==> src/rtl/seqv_pkg.sv <==
package seqv_pkg;
  typedef enum logic [1:0] {
    SYM_HIGH = 2'd0,
    SYM_LOW  = 2'd1,
    SYM_ANY  = 2'd2
  } sym_kind_e;
endpackage

==> src/rtl/seqv_sym_cell.sv <==
module seqv_sym_cell
  import seqv_pkg::*;
#(
  parameter sym_kind_e KIND = SYM_HIGH,
  parameter bit        LOOP = 1'b0
) (
  input  logic clk,
  input  logic rst,
  input  logic en,
  input  logic bit_in,
  output logic rec
);
  logic hit;
  logic en_eff;
  logic rec_q;

  generate
    if (KIND == SYM_HIGH) begin : g_high
      assign hit = bit_in;
    end else if (KIND == SYM_LOW) begin : g_low
      assign hit = ~bit_in;
    end else begin : g_any
      assign hit = 1'b1;
    end
  endgenerate

  assign en_eff = en | (LOOP & rec_q);

  always_ff @(posedge clk) begin
    if (rst) rec_q <= 1'b0;
    else     rec_q <= en_eff & hit;
  end

  assign rec = rec_q;

  AST_REC_NEEDS_EN: assert property (@(posedge clk) disable iff (rst)
    rec |-> ($past(en) || (LOOP && $past(rec))));

  generate
    if (KIND == SYM_HIGH && !LOOP) begin : g_chk_high
      AST_HIGH_MISS_SILENT: assert property (@(posedge clk) disable iff (rst)
        (!bit_in) |=> !rec);
    end
    if (KIND == SYM_LOW && !LOOP) begin : g_chk_low
      AST_LOW_MISS_SILENT: assert property (@(posedge clk) disable iff (rst)
        bit_in |=> !rec);
    end
  endgenerate
endmodule

==> src/rtl/seqv_pair_term.sv <==
module seqv_pair_term
  import seqv_pkg::*;
(
  input  logic clk,
  input  logic rst,
  input  logic en,
  input  logic lead,
  input  logic trail,
  output logic hit
);
  logic lead_rec;

  seqv_sym_cell #(.KIND(SYM_HIGH), .LOOP(1'b0)) u_lead (
    .clk(clk), .rst(rst), .en(en), .bit_in(lead), .rec(lead_rec)
  );

  seqv_sym_cell #(.KIND(SYM_LOW), .LOOP(1'b0)) u_trail (
    .clk(clk), .rst(rst), .en(lead_rec), .bit_in(trail), .rec(hit)
  );

  AST_PAIR_ORDER: assert property (@(posedge clk) disable iff (rst)
    hit |-> $past(lead_rec));
endmodule

==> src/rtl/seqv_sticky_tail.sv <==
module seqv_sticky_tail
  import seqv_pkg::*;
(
  input  logic clk,
  input  logic rst,
  input  logic en,
  input  logic top_bit,
  output logic hit
);
  logic top_rec;
  logic hold_rec;

  seqv_sym_cell #(.KIND(SYM_HIGH), .LOOP(1'b0)) u_top (
    .clk(clk), .rst(rst), .en(en), .bit_in(top_bit), .rec(top_rec)
  );

  seqv_sym_cell #(.KIND(SYM_ANY), .LOOP(1'b1)) u_hold (
    .clk(clk), .rst(rst), .en(top_rec), .bit_in(1'b0), .rec(hold_rec)
  );

  assign hit = top_rec | hold_rec;

  AST_TAIL_HOLD: assert property (@(posedge clk) disable iff (rst)
    hit |=> hit);
endmodule

==> src/rtl/seqv_order_detector.sv <==
module seqv_order_detector
  import seqv_pkg::*;
#(
  parameter int N = 4
) (
  input  logic         clk,
  input  logic         rst,
  input  logic [N-1:0] wires_in,
  output logic         order_err
);
  localparam int NPAIR = N - 1;

  logic             start_q;
  logic             any_rec;
  logic             arm;
  logic             first_low_rec;
  logic [NPAIR-1:0] pair_hit;
  logic             tail_hit;

  always_ff @(posedge clk) begin
    if (rst) start_q <= 1'b1;
    else     start_q <= 1'b0;
  end

  seqv_sym_cell #(.KIND(SYM_ANY), .LOOP(1'b1)) u_any_loop (
    .clk(clk), .rst(rst), .en(start_q), .bit_in(1'b0), .rec(any_rec)
  );

  assign arm = start_q | any_rec;

  seqv_sym_cell #(.KIND(SYM_LOW), .LOOP(1'b0)) u_first_low (
    .clk(clk), .rst(rst), .en(start_q), .bit_in(wires_in[0]), .rec(first_low_rec)
  );

  generate
    for (genvar gi = 0; gi < NPAIR; gi++) begin : g_pair
      seqv_pair_term u_term (
        .clk(clk), .rst(rst), .en(arm),
        .lead(wires_in[gi]), .trail(wires_in[gi+1]),
        .hit(pair_hit[gi])
      );
    end
  endgenerate

  seqv_sticky_tail u_tail (
    .clk(clk), .rst(rst), .en(arm), .top_bit(wires_in[N-1]), .hit(tail_hit)
  );

  assign order_err = first_low_rec | (|pair_hit) | tail_hit;

  AST_START_ONCE: assert property (@(posedge clk) disable iff (rst)
    !start_q |=> !start_q);
  AST_FIRST_LOW_EARLY: assert property (@(posedge clk) disable iff (rst)
    first_low_rec |-> $past(start_q));
  AST_ALWAYS_ARMED: assert property (@(posedge clk) disable iff (rst)
    arm);
  AST_ERR_STICKY: assert property (@(posedge clk) disable iff (rst)
    tail_hit |=> order_err);
endmodule

==> config.mk <==
export PLATFORM = sky130hd
export DESIGN_NAME = seqv_order_detector
export DESIGN_NICKNAME = d
export VERILOG_FILES = /design/src/rtl/seqv_pkg.sv /design/src/rtl/seqv_sym_cell.sv /design/src/rtl/seqv_pair_term.sv /design/src/rtl/seqv_sticky_tail.sv /design/src/rtl/seqv_order_detector.sv
export SDC_FILE = /design/constraint.sdc
export NUM_CORES = 1
export LEC_CHECK = 0
export BUFFER_PORTS_ARGS = -buffer_cell sky130_fd_sc_hd__buf_4
export CORE_AREA = 2 2 39 41
export CTS_CLUSTER_SIZE = 25
export DETAILED_ROUTE_END_ITERATION = 8
export DIE_AREA = 0 0 41 43
export HOLD_SLACK_MARGIN = 0.15
export PLACE_DENSITY = 0.42
export SLEW_MARGIN = 20
export SYNTH_ARGS = -nofsm -noshare
export SYNTH_HDL_FRONTEND = slang
export SYNTH_SLANG_ARGS = --single-unit
==> constraint.sdc <==
create_clock -name clk -period 2 [get_ports clk]
set_clock_uncertainty 0.15 [all_clocks]
set_input_delay 0.2 -clock clk [delete_from_list [all_inputs] [get_ports clk]]
set_output_delay 0.2 -clock clk [all_outputs]
set_load 0.02 [all_outputs]
==> impl_metrics.csv, run 1 <==
group,metric,value,unit
timing,rsz0062_at_grt,"false",
final_layout,nets,46,
placed_design,postPlaceCellArea,377,µm²
global_routing,grt_max_degree,8,
global_routing,grt_pass1_vias,209,
cts,cts_root_buf,"clkbuf_4",
pwr,sw_frac_of_total,20.0,%
min_path,holdCritPathClass,"flip-flop to flip-flop",
cts,cts_buffer_depth,2,
final_layout,ff_latch_area,220,µm²
worst_setup_path,worstSetupEndpointType,"output pin",
min_path,worstHoldEndpoint,"u_tail.u_hold.rec",
die,num_rows,14,
min_path,holdPathStages,2,
worst_setup_path,r2r_slack,1.06,ns
route,routed_wl,435,µm
die,io_pins,7,
timing,hold_viol,0,
route,drc_errors,0,
timing,worst_slew_pin_slew,0.246,ns
pwr,power.density,914,mW/mm²
synth,syn-cell-area,312,µm²
worst_setup_path,slowest_stage,"dfxtp_1",
synth,syn_avg_cell_area,13.0,µm²
timing,period_share,70.9,%
final_layout,drive_gt1_share,28.2,%
pwr,p_clk_share,34.4,%
die,die-width,41,µm
placed_design,globalplace.congestion,0.644,
worst_setup_path,crit_chain,"nor4_1, nand2_1, buf_4",
placed_design,dpl_worst_slack,0.850,ns
worst_setup_path,worstPathMaxFanout,1,
global_routing,grtUsageTotal,7.38,%
pwr,leakage,0.188,nW
worst_setup_path,r2r_cells,2,
pwr,switchingPower,0.0000829,W
synth,syn_nets,30,
route,drt_pass1_iterations,3,
die,start_util,22.5,%
pwr,seqPwrFrac,56.0,%
pwr,combinationalPowerShare,9.6,%
timing,finalSetupViolCount,0,
cts,cts.sinks,11,
pwr,ir_drop,0.000395,V
timing,relSlewSlack,83.5,%
global_routing,grt_pass1_wl,772,µm
final_layout,fin_area,453,µm²
status,status,"complete, no violations",
timing,period_minus_slack,1.42,ns
placed_design,portBuffers,6,
global_routing,gr-total-overflow,0,
synth,synth_cells,24,
cts,cts_tree,"done",
final_layout,syn2layout_area_growth,45.4,%
worst_setup_path,crit_arrival,1.07,ns
worst_setup_path,critical-path-top-delay-family,"simple AND/OR/NAND/NOR gates",
worst_setup_path,crit_path_max_incr_delay,0.30,ns
worst_setup_path,path_class,"flip-flop to output pin",
final_layout,n_fill_cell,143,
route,drt.antenna.violating_nets,0,
cts,htree_levels,1,
timing,drv_slew,0,
pwr,p_int,0.000331,W
worst_setup_path,worstReg2RegEnd,"g_pair[1].u_term.u_lead.rec",
route,drt_iter0_markers,4,
route,vias,201,
die,dieArea,0.00176,mm²
synth,synth.yosys.seq_area_share,70.7,%
synth,ys_ff_latch,11,
worst_setup_path,critPathLaunchType,"flip-flop",
global_routing,antenna_found_initial,0,
cts,clk-insertion-delay-late,0.26,ns
job,maxCapViolations,0,
final_layout,multi_input_area,91.3,µm²
die,dieHeight,43,µm
route,wl_per_cell,7.91,µm
synth,synth_warnings,0,
timing,layout_setup_ws,0.582,ns
final_layout,n_antenna_cell,0,
worst_setup_path,worst-path-buf-inv,1,
route,viasPerCell,3.65,
synth,synth_cell_type_count,8,
timing,tns,0,ns
worst_setup_path,worstReg2RegStart,"u_any_loop.rec",
cts,cts.clk_slew.worst_paths,0.06,ns
cts,numCtsBuffers,3,
min_path,holdCritStartpoint,"u_tail.u_top.rec",
die,coreArea,0.00138,mm²
timing,fmax,0.705,GHz
worst_setup_path,cp.required,1.65,ns
## worst max path at each step
stage,startpoint,end,slack [ns],depth (start not counted)
after floorplan,g_pair[1].u_term.u_trail.rec,order_err,0.95,2
after global placement,g_pair[1].u_term.u_trail.rec,order_err,0.87,3
after detailed placement,g_pair[1].u_term.u_trail.rec,order_err,0.85,3
after CTS,g_pair[1].u_term.u_trail.rec,order_err,0.56,3
after global routing,g_pair[0].u_term.u_trail.rec,order_err,0.52,3
final,g_pair[1].u_term.u_trail.rec,order_err,0.58,3
## layout by cell type (no fill, tap or decap)
master         netlist  final
o21ba_4              1      1
nand2_1              1      1
nor4_1               1      1
nor3b_1              4      4
dfxtp_1             11     11
and2_4               1      1
clkbuf_4             0      3
nor2_1               2      2
and2_1               3      3
clkbuf_1             0      1
buf_4                0      6
dlygate4sd3_1        0      5
## Yosys cell counts, drive strengths merged
library cell  count  area [µm²]
dfxtp            11         220
nor3b             4        30.0
and2              4        27.5
nor2              2        7.51
nor4              1        6.26
nand2             1        3.75
o21ba             1        16.3
## flip-flops by register name, summed over array words and instances (netlist names)
register,flops
g_pair.u_term.u_lead.rec,3
u_first_low.rec,1
u_tail.u_top.rec,1
g_pair.u_term.u_trail.rec,3
u_tail.u_hold.rec,1
u_any_loop.rec,1
start_q,1
## power groups by stage
stage                     combinational, W  sequential, W  clock (W)
after floorplan                  0.0000165       0.000236          0
after global placement           0.0000323       0.000237          0
after detailed placement         0.0000326       0.000237          0
after CTS                        0.0000404       0.000232   0.000151
after global routing             0.0000437       0.000233   0.000162
final                            0.0000396       0.000232   0.000143
## layout make-up
class / instances / share of cell area (%)
tap: 16 / 4.42
sequential: 11 / 48.6
clock buffer: 4 / 5.80
multi-input combinational: 13 / 20.2
timing repair buffer: 11 / 21.0
## through the flow
step | utilization [%] | total power, W | hold WS [ns] | std cells
2_1_floorplan | - | 0.000253 | 0.0777 | 24
3_3_place_gp | 27.2 | 0.000269 | 0.218 | 46
3_5_place_dp | 27.2 | 0.000270 | 0.217 | 46
4_1_cts | 32.7 | 0.000424 | 0.306 | 55
5_1_grt | 32.7 | 0.000438 | 0.324 | 55
6_report | 32.7 | 0.000414 | 0.303 | 55
## logic make-up after synthesis
group and share of synthesized area, %:
flip-flops 70.7, AO/OA/AOI/OAI 5.22, AND/OR/NAND/NOR 24.1
## metal layers
metal	vias up	global-route usage, %	wire length, µm
li1	109	-	-
met1	88	8.22	217
met2	4	8.44	192
met3	0	7.85	25
met4	0	4.00	0
met5	-	0	0
## what timing repair did
action	4_1_cts	5_1_grt
resized for setup	0	0
hold buffers	5	0
buffers inserted	0	0
endpoints found under the hold margin	11	0
## worst reg2reg max path, stage by stage, from the launching register on
cell and delay [ns]:
dfxtp_1 0.31, o21ba_4 0.23, and2_1 0.15
Note: power is estimated with default switching activity, not from simulation.
==> run 2: changes to the inputs <==
--- a/config.mk
+++ b/config.mk
@@ -11,7 +11,7 @@
 export DETAILED_ROUTE_END_ITERATION = 8
 export DIE_AREA = 0 0 41 43
 export HOLD_SLACK_MARGIN = 0.15
-export PLACE_DENSITY = 0.42
+export PLACE_DENSITY = 0.43
 export SLEW_MARGIN = 20
 export SYNTH_ARGS = -nofsm -noshare
 export SYNTH_HDL_FRONTEND = slang
==> constraint.sdc (replaced) <==
create_clock -name clk -period 1.3 [get_ports clk]
set_clock_uncertainty 0.15 [all_clocks]
set_input_delay 0.13 -clock clk [delete_from_list [all_inputs] [get_ports clk]]
set_output_delay 0.13 -clock clk [all_outputs]
set_load 0.02 [all_outputs]
==> run 2 against run 1 <==
Setup slack worse by 0.61 ns; highest routed layer is now met4; register-to-register slack lost 0.70 ns; sequential share of layout area decreased by 1.1 points; clock power rose by 62%; design area is 2.2% higher; routed wire length is 1.6% higher; largest cell class unchanged; the run now ends with negative setup slack left; worst hold slack gained 0.0027 ns; power increased by 58%; combinational power grew 63%; largest power group unchanged.
==> impl_metrics.csv, run 2 (synthesized netlist as in run 1, its figures left out) <==
group,metric,value,unit
status,status,"complete, but fails checks",
status,violations,"negative setup slack",
pwr,switchingPower,0.000140,W
worst_setup_path,worstSetupEndpointType,"output pin",
final_layout,drive_gt1_share,30.8,%
cts,cts_root_buf,"clkbuf_4",
route,drc_errors,0,
timing,finalSetupViolCount,1,
route,drt.antenna.violating_nets,0,
timing,fmax,0.755,GHz
timing,layout_setup_ws,-0.0241,ns
cts,cts_buffer_depth,2,
final_layout,fin_cells,55,
timing,drv_slew,0,
min_path,holdCritPathClass,"flip-flop to flip-flop",
global_routing,grt_pass1_vias,195,
worst_setup_path,crit_arrival,1.04,ns
pwr,leakage,0.190,nW
global_routing,grt_use_met2,8.13,%
global_routing,grt_pass1_wl,800,µm
route,drt_pass1_iterations,2,
placed_design,portBuffers,6,
route,wl_per_cell,8.04,µm
pwr,p_clk_share,35.4,%
final_layout,nets,46,
global_routing,antenna_found_initial,0,
job,maxCapViolations,0,
route,vias,209,
timing,period_share,102,%
pwr,p_total,0.000654,W
timing,rsz0062_at_grt,"true",
timing,hold_viol,0,
cts,clk-insertion-delay-late,0.27,ns
global_routing,grt_max_degree,8,
cts,htree_levels,1,
pwr,combinationalPowerShare,9.9,%
timing,period_minus_slack,1.32,ns
pwr,seqPwrFrac,54.7,%
die,dieHeight,43,µm
final_layout,layout.cells.most_common,"dfxtp_1",
global_routing,gr-total-overflow,0,
final_layout,n_antenna_cell,0,
pwr,power.density,1410,mW/mm²
global_routing,grtUsageMet3,4.71,%
final_layout,syn2layout_area_growth,48.6,%
cts,cts.clk_slew.worst_paths,0.06,ns
die,start_util,22.5,%
route,viasPerCell,3.80,
placed_design,postPlaceCellArea,377,µm²
placed_design,globalplace.congestion,0.687,
cts,numCtsBuffers,3,
global_routing,grtUsageTotal,7.97,%
worst_setup_path,cp.required,1.02,ns
die,io_pins,7,
timing,relSlewSlack,87.6,%
worst_setup_path,worstPathMaxFanout,1,
placed_design,dp.cells,46,
cts,cts.sinks,11,
final_layout,final_cell_mix,"11 x dfxtp_1, 5 x dlygate4sd3_1, 5 x buf_4",
global_routing,met1_usage,8.50,%
pwr,ir_drop,0.000407,V
route,routed_wl,442,µm
worst_setup_path,path_class,"flip-flop to output pin",
die,die-width,41,µm
final_layout,fin_area,463,µm²
timing,worst_slew_pin_slew,0.185,ns
pwr,sw_frac_of_total,21.4,%
die,coreArea,0.00138,mm²
cts,cts_tree,"done",
die,num_rows,14,
global_routing,grt.busiest_layer,"met4",
placed_design,dpl_worst_slack,0.257,ns
die,dieArea,0.00176,mm²
worst_setup_path,critPathLaunchType,"flip-flop",
route,drt_iter0_markers,1,
pwr,p_int,0.000514,W
-- run 2: cell counts in the layout (fill, tap and decap cells not counted) --
Identical to the previous run, type by type.
-- run 2: worst paths after layout --
path	from	cells after the start	end	slack, ns
min reg2reg	u_tail.u_top.rec	2	u_tail.u_hold.rec	0.31
max reg2reg	u_any_loop.rec	2	g_pair[2].u_term.u_lead.rec	0.36
max	g_pair[2].u_term.u_trail.rec	3	order_err	-0.02
min	u_tail.u_top.rec	2	u_tail.u_hold.rec	0.31
-- run 2: timing repair --
item | 4_1_cts | 5_1_grt
endpoints found under the hold margin | 11 | 0
buffers inserted | 0 | 0
hold buffers | 5 | 0
gates cloned | 0 | 0
pin swaps | 0 | 2
setup endpoints to repair | 1 | 1
resized for setup | 1 | 1
-- run 2: critical path, cell delays in order, from the launching register on --
cell and delay (ns):
dfxtp_1 0.30, nor4_2 0.25, nand2_1 0.09, buf_6 0.14
-- run 2: through the flow --
step                      TNS, ns  util, %  hold slack (ns)
after floorplan                 0        -          0.00772
after global routing       -0.102     33.5            0.317
after CTS                 -0.0484     33.0            0.309
after global placement          0     27.2            0.142
after detailed placement        0     27.2            0.142
final                     -0.0241     33.5            0.306
-- run 2: power groups by stage --
stage	Combinational, W	Clock, W	Sequential (W)
finish	0.0000647	0.000231	0.000357
CTS	0.0000651	0.000242	0.000357
floorplan	0.0000254	0	0.000364
detailed placement	0.0000497	0	0.000365
global route	0.0000706	0.000253	0.000359
global placement	0.0000493	0	0.000364
-- run 2: per-layer routing --
layer  vias up  routed length (µm)
li1        108                   -
met1        91                 192
met2         7                 180
met3         3                  41
met4         0                  28
met5         -                   0
-- run 2: layout make-up --
type,instances,area [µm²]
clock buffer,4,26.3
fill,149,921
sequential,11,220
tap,16,20.0
timing repair buffer,11,98.8
multi-input combinational,13,97.6
==> run 3: changes to the inputs <==
--- a/config.mk
+++ b/config.mk
@@ -7,12 +7,12 @@
 export LEC_CHECK = 0
 export BUFFER_PORTS_ARGS = -buffer_cell sky130_fd_sc_hd__buf_4
 export CORE_AREA = 2 2 39 41
+export CTS_BUF_LIST = sky130_fd_sc_hd__clkbuf_8
 export CTS_CLUSTER_SIZE = 25
 export DETAILED_ROUTE_END_ITERATION = 8
 export DIE_AREA = 0 0 41 43
 export HOLD_SLACK_MARGIN = 0.15
 export PLACE_DENSITY = 0.43
-export SLEW_MARGIN = 20
 export SYNTH_ARGS = -nofsm -noshare
 export SYNTH_HDL_FRONTEND = slang
 export SYNTH_SLANG_ARGS = --single-unit
==> run 3 against run 2 <==
The flow now finishes without violations; clock power rose by 41%; routed wire length rose by 2.5%; critical path depth did not move; register-to-register slack barely moved; setup slack improved by 0.045 ns; highest routed layer is now met3; sequential power barely moved; power rose by 15%; fmax rose by 3.5%; non-clock buffer count did not move.
==> impl_metrics.csv, run 3 (synthesized netlist as in run 1, its figures left out) <==
group,metric,value,unit
pwr,seqPwrFrac,47.8,%
worst_setup_path,worstPathMaxFanout,1,
cts,cts_root_buf,"clkbuf_8",
final_layout,layout.cells.most_common,"dfxtp_1",
placed_design,portBuffers,6,
timing,layout_setup_ws,0.0211,ns
timing,period_share,98.4,%
pwr,combinationalPowerShare,8.7,%
pwr,sw_frac_of_total,19.7,%
die,dieArea,0.00176,mm²
global_routing,grt_max_degree,8,
cts,cts_buffer_depth,2,
die,dieHeight,43,µm
pwr,power.density,1560,mW/mm²
route,drt_pass1_iterations,1,
route,drt_iter0_markers,0,
die,io_pins,7,
global_routing,grtUsageTotal,7.57,%
pwr,ir_drop,0.000634,V
status,status,"complete, no violations",
die,start_util,22.5,%
global_routing,antenna_found_initial,0,
final_layout,ff_latch_area,220,µm²
final_layout,drive_gt1_share,30.8,%
pwr,p_clk_share,43.5,%
route,drt.antenna.violating_nets,0,
route,vias,203,
route,drc_errors,0,
global_routing,gr-total-overflow,0,
final_layout,final_cell_mix,"11 x dfxtp_1, 5 x dlygate4sd3_1, 5 x buf_4",
cts,htree_levels,1,
final_layout,n_fill_cell,144,
cts,cts.sinks,11,
pwr,p_int,0.000602,W
placed_design,postPlaceCellArea,377,µm²
final_layout,syn2layout_area_growth,54.6,%
cts,cts_tree,"done",
final_layout,multi_input_area,97.6,µm²
worst_setup_path,path_class,"flip-flop to output pin",
cts,numCtsBuffers,3,
global_routing,grt_pass1_vias,196,
timing,tns,0,ns
pwr,p_total,0.000750,W
final_layout,nets,46,
timing,finalSetupViolCount,0,
die,num_rows,14,
global_routing,grt_pass1_wl,800,µm
die,coreArea,0.00138,mm²
pwr,switchingPower,0.000148,W
worst_setup_path,crit_arrival,1.00,ns
route,wl_per_cell,8.24,µm
cts,cts_setup_buffers,0,
timing,hold_viol,0,
job,maxCapViolations,0,
pwr,leakage,0.202,nW
final_layout,n_antenna_cell,0,
route,viasPerCell,3.69,
timing,relSlewSlack,87.6,%
worst_setup_path,cp.required,1.02,ns
timing,fmax,0.782,GHz
worst_setup_path,worstSetupEndpointType,"output pin",
placed_design,globalplace.congestion,0.687,
final_layout,fin_area,482,µm²
timing,worst_slew_pin_slew,0.185,ns
placed_design,dpl_worst_slack,0.257,ns
worst_setup_path,critPathLaunchType,"flip-flop",
min_path,holdCritPathClass,"flip-flop to flip-flop",
die,die-width,41,µm
cts,cts.clk_slew.worst_paths,0.05,ns
final_layout,fin_util,34.8,%
cts,clk-insertion-delay-late,0.23,ns
timing,period_minus_slack,1.28,ns
route,routed_wl,453,µm
timing,drv_slew,0,
timing,rsz0062_at_grt,"true",
## run 3: layout make-up
| cell class | instances | share of cell area [%] |
|---|---|---|
| sequential | 11 | 45.7 |
| timing repair buffer | 11 | 20.5 |
| multi-input combinational | 13 | 20.3 |
| clock buffer | 3 | 8.57 |
| tap | 16 | 4.16 |
| clock inverter | 1 | 0.779 |
## run 3: power groups by stage
stage	registers [W]	logic, W	clock network [W]
floorplan	0.000364	0.0000254	0
detailed placement	0.000365	0.0000497	0
global route	0.000360	0.0000708	0.000350
global placement	0.000364	0.0000493	0
finish	0.000359	0.0000652	0.000326
CTS	0.000358	0.0000658	0.000332
## run 3: path summary, 6_finish.rpt
check / start / end / slack [ns] / cells after the start
setup / recovery: g_pair[2].u_term.u_trail.rec / order_err / 0.02 / 3
hold / removal: u_tail.u_top.rec / u_tail.u_hold.rec / 0.30 / 2
setup reg to reg: u_any_loop.rec / g_pair[2].u_term.u_lead.rec / 0.36 / 2
hold reg to reg: u_tail.u_top.rec / u_tail.u_hold.rec / 0.30 / 2
## run 3: critical path: stages, from the launching register on
cell	delay (ns)
dfxtp_1	0.30
nor4_2	0.25
nand2_1	0.09
buf_6	0.14
## run 3: per-layer routing
layer / wire length, µm / GRT usage [%]
met3: 18 / 3.14
met5: 0 / 0
met1: 226 / 8.82
met2: 209 / 8.44
met4: 0 / 10.0
## run 3: repair_timing
action / 4_1_cts / 5_1_grt
gates resized for setup: 1 / 1
hold endpoints to repair: 11 / 0
endpoints found under the setup margin: 1 / 1
hold buffers: 5 / 0
pin swaps: 0 / 2
## run 3: metrics by stage
stage | std cells | hold WS, ns
final | 55 | 0.302
after global routing | 55 | 0.313
after CTS | 55 | 0.305
after detailed placement | 46 | 0.142
after global placement | 46 | 0.142
after floorplan | 24 | 0.00772
